$ cat config.mk
export PLATFORM = sky130hd
export DESIGN_NAME = boot_upload_rx
export DESIGN_NICKNAME = d
export VERILOG_FILES = /design/src/rtl/bootld_pkg.sv /design/src/rtl/bootld_ctrl.sv /design/src/rtl/bootld_datapath.sv /design/src/rtl/boot_upload_rx.sv
export SDC_FILE = /design/constraint.sdc
export NUM_CORES = 1
export LEC_CHECK = 0
export BUFFER_PORTS_ARGS = -buffer_cell sky130_fd_sc_hd__buf_2
export CORE_UTILIZATION = 53
export CTS_CLUSTER_DIAMETER = 200
export DETAILED_ROUTE_END_ITERATION = 7
export PLACE_DENSITY = 0.82
export SLEW_MARGIN = 0
export SYNTH_ARGS = -nofsm -noshare
export SYNTH_HDL_FRONTEND = slang
export SYNTH_SLANG_ARGS = --single-unit
$ cat constraint.sdc
create_clock -name clk -period 3.1 [get_ports clk]
set_clock_uncertainty 0.2 [all_clocks]
set_input_delay 0.465 -clock clk [delete_from_list [all_inputs] [get_ports clk]]
set_output_delay 0.465 -clock clk [all_outputs]
set_load 0.1 [all_outputs]
$ cat src/rtl/bootld_pkg.sv
package bootld_pkg;
  localparam int PORT_W = 8;
  localparam int ADDR_W = 16;

  typedef enum logic [2:0] {
    ST_CLEAR,
    ST_READY,
    ST_WAIT_START,
    ST_WAIT_ZERO,
    ST_STREAM,
    ST_EXEC
  } ld_state_e;

  // sequence number matches the expected count: accept a byte
  function automatic logic seq_hit(input logic [PORT_W-1:0] seq,
                                   input logic [PORT_W-1:0] cnt);
    return seq == cnt;
  endfunction

  // sequence number jumped ahead (unsigned): close the block
  function automatic logic seq_skip(input logic [PORT_W-1:0] seq,
                                    input logic [PORT_W-1:0] cnt);
    return seq > cnt;
  endfunction

  function automatic logic [ADDR_W-1:0] join_addr(input logic [PORT_W-1:0] hi,
                                                  input logic [PORT_W-1:0] lo);
    return {hi, lo};
  endfunction
endpackage

$ cat src/rtl/bootld_ctrl.sv
module bootld_ctrl
  import bootld_pkg::*;
#(
  parameter logic [PORT_W-1:0] START_CODE = 8'hCC
) (
  input  logic              clk,
  input  logic              rst_n,
  input  logic [PORT_W-1:0] host_p0,
  input  logic [PORT_W-1:0] host_p1,
  input  logic [PORT_W-1:0] cnt,
  input  logic              clr_done,
  output logic              ev_clear,
  output logic              ev_ready,
  output logic              ev_capture,
  output logic              ev_launch,
  output logic              ev_write,
  output logic              ev_first
);
  ld_state_e state, nxt;

  always_ff @(posedge clk) begin
    if (!rst_n) state <= ST_CLEAR;
    else        state <= nxt;
  end

  always_comb begin
    nxt        = state;
    ev_clear   = 1'b0;
    ev_ready   = 1'b0;
    ev_capture = 1'b0;
    ev_write   = 1'b0;
    ev_first   = 1'b0;
    case (state)
      ST_CLEAR: begin
        ev_clear = 1'b1;
        if (clr_done) nxt = ST_READY;
      end
      ST_READY: begin
        ev_ready = 1'b1;
        nxt      = ST_WAIT_START;
      end
      ST_WAIT_START: begin
        if (host_p0 == START_CODE) ev_capture = 1'b1;
      end
      ST_WAIT_ZERO: begin
        if (host_p0 == '0) begin
          ev_write = 1'b1;
          ev_first = 1'b1;
          nxt      = ST_STREAM;
        end
      end
      ST_STREAM: begin
        if (seq_hit(host_p0, cnt))       ev_write   = 1'b1;
        else if (seq_skip(host_p0, cnt)) ev_capture = 1'b1;
      end
      default: nxt = ST_EXEC;
    endcase
    ev_launch = ev_capture && (host_p1 == '0);
    if (ev_capture) nxt = (host_p1 == '0) ? ST_EXEC : ST_WAIT_ZERO;
  end

  // a lagging sequence number in a stream triggers nothing
  a_r8_lag_ignored: assert property (@(posedge clk) disable iff (!rst_n)
    (state == ST_STREAM && host_p0 < cnt) |-> (!ev_write && !ev_capture));

  // the launch state is final
  a_r10_exec_final: assert property (@(posedge clk) disable iff (!rst_n)
    (state == ST_EXEC) |=> (state == ST_EXEC));
endmodule

$ cat src/rtl/bootld_datapath.sv
module bootld_datapath
  import bootld_pkg::*;
#(
  parameter logic [PORT_W-1:0] CLR_LAST = 8'hEF,
  parameter logic [PORT_W-1:0] RDY0     = 8'hAA,
  parameter logic [PORT_W-1:0] RDY1     = 8'hBB
) (
  input  logic              clk,
  input  logic              rst_n,
  input  logic [PORT_W-1:0] host_p0,
  input  logic [PORT_W-1:0] host_p1,
  input  logic [PORT_W-1:0] host_p2,
  input  logic [PORT_W-1:0] host_p3,
  input  logic              ev_clear,
  input  logic              ev_ready,
  input  logic              ev_capture,
  input  logic              ev_launch,
  input  logic              ev_write,
  input  logic              ev_first,
  output logic [PORT_W-1:0] cnt,
  output logic              clr_done,
  output logic [PORT_W-1:0] reply0,
  output logic [PORT_W-1:0] reply1,
  output logic              mem_we,
  output logic [ADDR_W-1:0] mem_addr,
  output logic [PORT_W-1:0] mem_wdata,
  output logic              exec_go,
  output logic [ADDR_W-1:0] exec_addr
);
  logic [PORT_W-1:0] clr_idx;
  logic [ADDR_W-1:0] dest;
  logic [ADDR_W-1:0] host_dest;

  assign clr_done  = (clr_idx == CLR_LAST);
  assign host_dest = join_addr(host_p3, host_p2);

  always_ff @(posedge clk) begin
    if (!rst_n) begin
      clr_idx   <= '0;
      dest      <= '0;
      cnt       <= '0;
      reply0    <= '0;
      reply1    <= '0;
      mem_we    <= 1'b0;
      mem_addr  <= '0;
      mem_wdata <= '0;
      exec_go   <= 1'b0;
      exec_addr <= '0;
    end else begin
      mem_we <= 1'b0;
      if (ev_clear) begin
        mem_we    <= 1'b1;
        mem_addr  <= ADDR_W'(clr_idx);
        mem_wdata <= '0;
        clr_idx   <= clr_idx + 1'b1;
      end
      if (ev_ready) begin
        reply0 <= RDY0;
        reply1 <= RDY1;
      end
      if (ev_capture) begin
        dest   <= host_dest;
        reply0 <= host_p0;
      end
      if (ev_launch) begin
        exec_go   <= 1'b1;
        exec_addr <= host_dest;
      end
      if (ev_write) begin
        mem_we    <= 1'b1;
        mem_addr  <= dest;
        mem_wdata <= host_p1;
        reply0    <= host_p0;
        dest      <= dest + 1'b1;
        cnt       <= ev_first ? PORT_W'(1) : cnt + 1'b1;
      end
    end
  end

  // each clear step lands as a zero write at the running index
  a_r1_clear_zero: assert property (@(posedge clk) disable iff (!rst_n)
    ev_clear |=> (mem_we && mem_wdata == '0 && mem_addr == ADDR_W'($past(clr_idx))));

  // ready pattern follows the ready event
  a_r2_ready_pattern: assert property (@(posedge clk) disable iff (!rst_n)
    ev_ready |=> (reply0 == RDY0 && reply1 == RDY1));

  // capture echoes port 0 and latches {p3,p2}
  a_r4_capture_echo: assert property (@(posedge clk) disable iff (!rst_n)
    ev_capture |=> (reply0 == $past(host_p0) && dest == {$past(host_p3), $past(host_p2)}));

  // accepted byte is written at the current destination
  a_r7_byte_store: assert property (@(posedge clk) disable iff (!rst_n)
    ev_write |=> (mem_we && mem_wdata == $past(host_p1) && mem_addr == $past(dest)));

  // launch is sticky, stable and silent
  a_r10_exec_sticky: assert property (@(posedge clk) disable iff (!rst_n)
    exec_go |=> (exec_go && $stable(exec_addr) && !mem_we));
endmodule

$ cat src/rtl/boot_upload_rx.sv
module boot_upload_rx
  import bootld_pkg::*;
#(
  parameter logic [7:0] CLR_LAST   = 8'hEF,
  parameter logic [7:0] RDY0       = 8'hAA,
  parameter logic [7:0] RDY1       = 8'hBB,
  parameter logic [7:0] START_CODE = 8'hCC
) (
  input  logic        clk,
  input  logic        rst_n,
  input  logic [7:0]  host_p0,
  input  logic [7:0]  host_p1,
  input  logic [7:0]  host_p2,
  input  logic [7:0]  host_p3,
  output logic [7:0]  reply_p0,
  output logic [7:0]  reply_p1,
  output logic [7:0]  reply_p2,
  output logic [7:0]  reply_p3,
  output logic        mem_we,
  output logic [15:0] mem_addr,
  output logic [7:0]  mem_wdata,
  output logic        exec_go,
  output logic [15:0] exec_addr
);
  logic              ev_clear, ev_ready, ev_capture, ev_launch, ev_write, ev_first;
  logic              clr_done;
  logic [PORT_W-1:0] cnt;

  bootld_ctrl #(.START_CODE(START_CODE)) u_ctrl (
    .clk(clk), .rst_n(rst_n), .host_p0(host_p0), .host_p1(host_p1),
    .cnt(cnt), .clr_done(clr_done),
    .ev_clear(ev_clear), .ev_ready(ev_ready), .ev_capture(ev_capture),
    .ev_launch(ev_launch), .ev_write(ev_write), .ev_first(ev_first)
  );

  bootld_datapath #(.CLR_LAST(CLR_LAST), .RDY0(RDY0), .RDY1(RDY1)) u_dp (
    .clk(clk), .rst_n(rst_n),
    .host_p0(host_p0), .host_p1(host_p1), .host_p2(host_p2), .host_p3(host_p3),
    .ev_clear(ev_clear), .ev_ready(ev_ready), .ev_capture(ev_capture),
    .ev_launch(ev_launch), .ev_write(ev_write), .ev_first(ev_first),
    .cnt(cnt), .clr_done(clr_done),
    .reply0(reply_p0), .reply1(reply_p1),
    .mem_we(mem_we), .mem_addr(mem_addr), .mem_wdata(mem_wdata),
    .exec_go(exec_go), .exec_addr(exec_addr)
  );

  assign reply_p2 = '0;
  assign reply_p3 = '0;

  // upper reply ports stay zero
  a_r2_upper_zero: assert property (@(posedge clk) disable iff (!rst_n)
    (reply_p2 == 8'h00 && reply_p3 == 8'h00));
endmodule

==> flow_metrics.env, run 1 <==
export IMPL_run_status="finished clean"
export IMPL_core_area_um2=7410
export IMPL_routabilityCongestion=0.908
export IMPL_max_cap_violations=0
export IMPL_top_level_ports=108
export IMPL_yosys_area_share_adder=0.0332
export IMPL_worstSkewPairLatency_ps=350
export IMPL_worst_slew_margin_rel=0.468
export IMPL_nets=606
export IMPL_postSynthCellCount=484
export IMPL_dominantRegCellSynth="dfxtp_1"
export IMPL_largest_net_degree_at_the_start_of_global_routing=45
export IMPL_p_total_mw=2.11
export IMPL_worst_ir_drop_vdd_mv=0.235
export IMPL_holdCritStartpoint="host_p2[3]"
export IMPL_period_minus_slack_ps=2730
export IMPL_dr_first_iter_drc_count=204
export IMPL_setup_violations=0
export IMPL_timing_critical_path_required_ps=3180
export IMPL_worst_setup_path_type="register to register"
export IMPL_area_sequential_um2=1720
export IMPL_ys_async_sr_fraction=0
export IMPL_drv_slew=0
export IMPL_synth_compound_gate_area_share=0.147
export IMPL_detail_route_vias_per_cell=5.66
export IMPL_number_of_levels_the_h_tree_was_split_into=3
export IMPL_path_clk_slew_ps=80
export IMPL_die_area_um2=8170
export IMPL_drt_pass1_iter_count=5
export IMPL_cp_start_kind="register"
export IMPL_worst_pin_slew_ps=798
export IMPL_worst_ep_arrival_ps=2820
export IMPL_synth_top_family_by_area="simple AND/OR/NAND/NOR gates"
export IMPL_vias_in_the_first_global_route=3460
export IMPL_fin_crit_sh=0.881
export IMPL_multi_input_comb_area_um2=2120
export IMPL_place_port_buffers=89
export IMPL_crit_start="u_dp.cnt[7]"
export IMPL_regToRegSetupSlack_ps=370
export IMPL_synth_xor_xnor_area_share=0.0317
export IMPL_clockBufferDepth=2
export IMPL_crit_reg2reg_launch="u_dp.cnt[7]"
export IMPL_synth_area_um2=4140
export IMPL_synth_cell_types=55
export IMPL_detail_route_wl_per_cell_um=15.2
export IMPL_start_util=0.559
export IMPL_fp_dieH_um=90.4
export IMPL_detail_route_drc_violations=0
export IMPL_dr_total_vias=3765
export IMPL_fin_tns_setup_ps=0
export IMPL_antenna_cells_inserted=0
export IMPL_cts_repair_resize_count=0
export IMPL_routed_wl_um=10100
export IMPL_grt_overflow=0
export IMPL_grt_first_pass_wirelength_um=16500
export IMPL_fp_row_count=31
export IMPL_clock_tree_from_tritoncts="built"
export IMPL_worstSetupEndpoint="u_dp.dest[5]"
export IMPL_dp_final_hpwl_um=7280
export IMPL_grt_setup_unrepaired="no"
export IMPL_synth_area_mux_share=0.0438
export IMPL_ys_warn_count=0
export IMPL_clock_root_buffer="clkbuf_8"
export IMPL_fill_cells=685
export IMPL_ys_ff_latch=86
export IMPL_synth_simple_area_share=0.240
export IMPL_tritoncts_num_buffers=9
export IMPL_groute_usage_overall=0.247
export IMPL_worst_hold_slack_ps=155
export IMPL_synth_edf_count=0
export IMPL_post_cts_buffers=0
export IMPL_cp_end_kind="register"
export IMPL_crit_path_max_fanout=16
export IMPL_hp_class="primary input to register"
export IMPL_postSynthAreaPerCell_um2=8.56
export IMPL_cts_hold_buf=0
export IMPL_timing_rr_end="u_dp.dest[5]"
export IMPL_post_route_worst_setup_slack_ps=368
export IMPL_area_growth_synth_to_final_pct=14.7
export IMPL_clock_sinks=86
export IMPL_ant_nets=0
export IMPL_number_of_antenna_violations_at_the_first_check_in_global_routing=0
export IMPL_p_leak_nw=1.91
export IMPL_chipWidth_um=90.4
export IMPL_worst_r2r_cell_count=8
export IMPL_cellPowerDensity_nw_per_um2=443
export IMPL_layout_drive_gt1_share=0.224
export IMPL_detailedPlace_worstSlack_ps=178
export IMPL_ys_seq_area_frac=0.416
export IMPL_fmax_mhz=366
export IMPL_timing_hold_violations_final=0
-- cells by family (layout without fill, tap and decap cells) --
| logic type | after synthesis | after routing |
|---|---|---|
| AND/OR/NAND/NOR | 200 | 200 |
| AO/OA/AOI/OAI | 89 | 89 |
| flip-flops | 86 | 86 |
| buffers and inverters | 64 | 129 |
| multiplexers | 18 | 18 |
| XOR/XNOR | 15 | 15 |
| adder cells (fa/ha/maj) | 11 | 11 |
| other | 1 | 18 |
-- state kept, by name, summed over array words and instances (netlist names) --
register	flops
u_ctrl.state	3
u_dp.clr_idx	8
u_dp.cnt	8
u_dp.dest	16
u_dp.exec_addr	16
u_dp.exec_go	1
u_dp.mem_addr	16
u_dp.mem_wdata	8
u_dp.mem_we	1
u_dp.reply0	8
u_dp.reply1	1
-- placed cells by master, fill, tap and decap left out, types with 16 or more instances in the layout --
| cell type | n |
|---|---|
| dfxtp_1 | 86 |
| nor2_1 | 51 |
| conb_1 | 18 |
| a21oi_1 | 43 |
| nand3_1 | 31 |
| nand2_1 | 52 |
| buf_2 | 89 |
| nand4_1 | 16 |
| mux2i_1 | 17 |
-- cell usage after synthesis, types with 8 or more instances --
library cell	number	area (um^2)
xnor2_1	8	70.1
ha_1	11	138
nand3_1	31	155
a31oi_1	8	50.1
a21oi_1	43	215
nor2_1	51	191
or3_1	8	50.1
dfxtp_1	86	1720
buf_2	9	45.0
nor3_1	9	45.0
clkbuf_1	15	56.3
nand2_1	52	195
buf_4	24	180
mux2i_1	17	170
nand4_1	16	100
inv_1	11	41.3
nor4_1	9	56.3
-- worst min-delay path by stage --
| stage | to | slack [ps] | cells past startpoint |
|---|---|---|---|
| final | u_dp.exec_addr[3] | 160 | 3 |
| after global routing | u_dp.mem_wdata[4] | 160 | 3 |
| after CTS | u_dp.mem_wdata[0] | 150 | 3 |
| after detailed placement | u_dp.mem_addr[2] | 250 | 2 |
| after global placement | u_dp.mem_addr[0] | 240 | 2 |
| after floorplan | u_dp.mem_addr[10] | 250 | 2 |
-- through the flow --
stage / utilization / instance area [um^2] / cells
2_1_floorplan: - / 4210 / 501
3_3_place_gp: 0.615 / 4560 / 649
3_5_place_dp: 0.615 / 4560 / 649
4_1_cts: 0.641 / 4750 / 665
5_1_grt: 0.641 / 4750 / 665
6_report: 0.641 / 4750 / 665
-- critical path, cell delays in order, from the launching register on --
cell	delay, ps
dfxtp_1	350
inv_1	50
ha_1	350
nand4_1	240
nor3_4	380
nor2_2	220
or4b_1	570
a2bb2oi_1	160
a21oi_2	140
-- area by class of cell --
class | instances | area share
Multi-Input combinational cell | 351 | 0.446
Timing Repair Buffer | 101 | 0.115
Inverter | 12 | 0.00948
Clock inverter | 3 | 0.00922
Sequential cell | 86 | 0.362
Clock buffer | 13 | 0.0313
Tap cell | 99 | 0.0261
-- metal layers --
| metal | share of wire | wire, um | track usage | vias up |
|---|---|---|---|---|
| met5 | 0 | 0 | 0 | - |
| met4 | 0.022 | 220 | 0.0954 | 0 |
| met3 | 0.058 | 589 | 0.0396 | 24 |
| met2 | 0.48 | 4820 | 0.408 | 147 |
| met1 | 0.44 | 4450 | 0.322 | 1766 |
| li1 | - | - | - | 1828 |
-- power breakdown --
| part | internal, mW | total, mW | switching [mW] |
|---|---|---|---|
| Sequential | 1.11 | 1.12 | 0.00640 |
| Clock | 0.396 | 0.784 | 0.388 |
| Combinational | 0.0361 | 0.206 | 0.170 |
| Total | 1.54 | 2.11 | 0.564 |
Note: power is estimated with default switching activity, not from simulation.
==> run 2, diff against run 1 <==
CORE_ASPECT_RATIO = 0.9   (was unset)
TNS_END_PERCENT = 5   (was unset)
==> flow_metrics.env, run 2 (same netlist as run 1, synthesis figures left out) <==
export IMPL_regToRegSetupSlack_ps=310
export IMPL_largest_net_degree_at_the_start_of_global_routing=48
export IMPL_mostFrequentLayoutCell="buf_2"
export IMPL_ant_nets=0
export IMPL_die_area_um2=8170
export IMPL_cts_hold_buf=0
export IMPL_max_cap_violations=0
export IMPL_p_leak_nw=1.92
export IMPL_fin_crit_sh=0.899
export IMPL_worst_slew_margin_rel=0.423
export IMPL_gr_max_usage_layer="met2"
export IMPL_clock_root_buffer="clkbuf_8"
export IMPL_fmax_mhz=359
export IMPL_hp_class="primary input to register"
export IMPL_cp_end_kind="register"
export IMPL_worst_ep_arrival_ps=2860
export IMPL_drv_slew=0
export IMPL_worstSkewPairLatency_ps=360
export IMPL_number_of_levels_the_h_tree_was_split_into=3
export IMPL_dr_total_vias=3802
export IMPL_worst_pin_slew_ps=864
export IMPL_clockBufferDepth=2
export IMPL_top_level_ports=108
export IMPL_dp_final_hpwl_um=7250
export IMPL_cts_repair_resize_count=0
export IMPL_crit_path_max_fanout=16
export IMPL_fin_area_um2=4800
export IMPL_clock_tree_from_tritoncts="built"
export IMPL_worst_r2r_cell_count=8
export IMPL_worst_hold_slack_ps=141
export IMPL_groute_usage_overall=0.264
export IMPL_chipWidth_um=95.2
export IMPL_detail_route_drc_violations=0
export IMPL_crit_reg2reg_launch="u_dp.cnt[5]"
export IMPL_grt_first_pass_wirelength_um=16900
export IMPL_path_clk_slew_ps=90
export IMPL_vias_in_the_first_global_route=3634
export IMPL_worst_ir_drop_vdd_mv=0.242
export IMPL_timing_critical_path_required_ps=3170
export IMPL_met1_usage=0.326
export IMPL_dr_first_iter_drc_count=258
export IMPL_timing_rr_end="u_dp.dest[10]"
export IMPL_finalNonFillerCells=659
export IMPL_fp_row_count=30
export IMPL_cellPowerDensity_nw_per_um2=478
export IMPL_timing_hold_violations_final=0
export IMPL_period_minus_slack_ps=2790
export IMPL_fp_dieH_um=85.9
export IMPL_placed_cells_incl_taps=644
export IMPL_start_util=0.549
export IMPL_routabilityCongestion=0.834
export IMPL_dpl_cell_area_um2=4550
export IMPL_worst_path_largest_cell_delay_ps=660
export IMPL_largestRegisters="u_dp.dest: 16 flops, u_dp.exec_addr: 16 flops, u_dp.mem_addr: 16 flops"
export IMPL_nets=604
export IMPL_clock_sinks=86
export IMPL_routed_wl_um=10300
export IMPL_hold_path_end="u_dp.mem_wdata[5]"
export IMPL_grt_use_met3=0.0647
export IMPL_number_of_antenna_violations_at_the_first_check_in_global_routing=0
export IMPL_crit_chain="inv_1 -> ha_1 -> nand4_1 -> a21o_1 -> a21oi_2 -> buf_4 -> nand2_1 -> a31oi_1"
export IMPL_worst_setup_path_type="register to register"
export IMPL_place_port_buffers=89
export IMPL_area_growth_synth_to_final_pct=15.8
export IMPL_layout_drive_gt1_share=0.226
export IMPL_tritoncts_num_buffers=9
export IMPL_holdCritStartpoint="host_p1[5]"
export IMPL_number_of_stages_on_the_worst_hold_path=3
export IMPL_detail_route_vias_per_cell=5.77
export IMPL_final_cell_mix="buf_2 (89), dfxtp_1 (86), nand2_1 (52)"
export IMPL_post_cts_buffers=0
export IMPL_crit_start="u_dp.cnt[5]"
export IMPL_fin_tns_setup_ps=0
export IMPL_drt_pass1_iter_count=5
export IMPL_grt_setup_unrepaired="no"
export IMPL_critPathSlowestCell="a21oi_2"
export IMPL_grt_overflow=0
export IMPL_setup_violations=0
export IMPL_met2_usage_grt=0.442
export IMPL_core_area_um2=7540
export IMPL_detail_route_wl_per_cell_um=15.6
export IMPL_antenna_cells_inserted=0
export IMPL_run_status="finished clean"
export IMPL_cp_start_kind="register"
[run 2: cell count changes in the layout (fill, tap and decap cells not counted), sizes merged]
| cell | delta |
|---|---|
| buf | -2 |
| bufinv | +2 |
| clkbuf | -3 |
[run 2: critical path: cells and delay by family (launching register included)]
kind | cells | cell delay (ps)
adders and majority gates | 1 | 300
buffers and inverters | 2 | 380
DFF | 1 | 410
AOI/OAI and AO/OA | 3 | 1130
and+or+nand+nor | 2 | 290
[run 2: how the worst max path moves through the flow]
stage,depth (start not counted),end
after floorplan,9,u_dp.exec_addr[11]
after global placement,8,u_dp.dest[2]
after detailed placement,8,u_dp.dest[4]
after CTS,8,u_dp.dest[10]
after global routing,9,u_dp.dest[10]
final,8,u_dp.dest[10]
[run 2: layout make-up]
class,count,area [um^2]
clock buffer,10,138
multi-input combinational,351,2120
tap,96,120
inverter,12,45.0
clock inverter,5,108
timing repair buffer,99,546
sequential,86,1720
fill,644,2750
[run 2: metal layers]
metal,share of wire,wire [um]
met1,0.43,4460
met4,0.021,215
met5,0,0
met3,0.068,703
met2,0.48,4930
[run 2: power breakdown]
part	leakage [nW]	internal (mW)	switching, mW
Combinational	1.11	0.0368	0.170
Sequential	0.694	1.11	0.00600
Clock	0.123	0.556	0.412
Total	1.92	1.70	0.588
[run 2: stage by stage]
| stage | total power, mW | util | setup WS (ps) |
|---|---|---|---|
| 2_1_floorplan | 1.32 | - | 614 |
| 3_3_place_gp | 1.34 | 0.603 | 271 |
| 3_5_place_dp | 1.35 | 0.603 | 166 |
| 4_1_cts | 2.30 | 0.636 | 317 |
| 5_1_grt | 2.35 | 0.636 | 147 |
| 6_report | 2.29 | 0.636 | 313 |
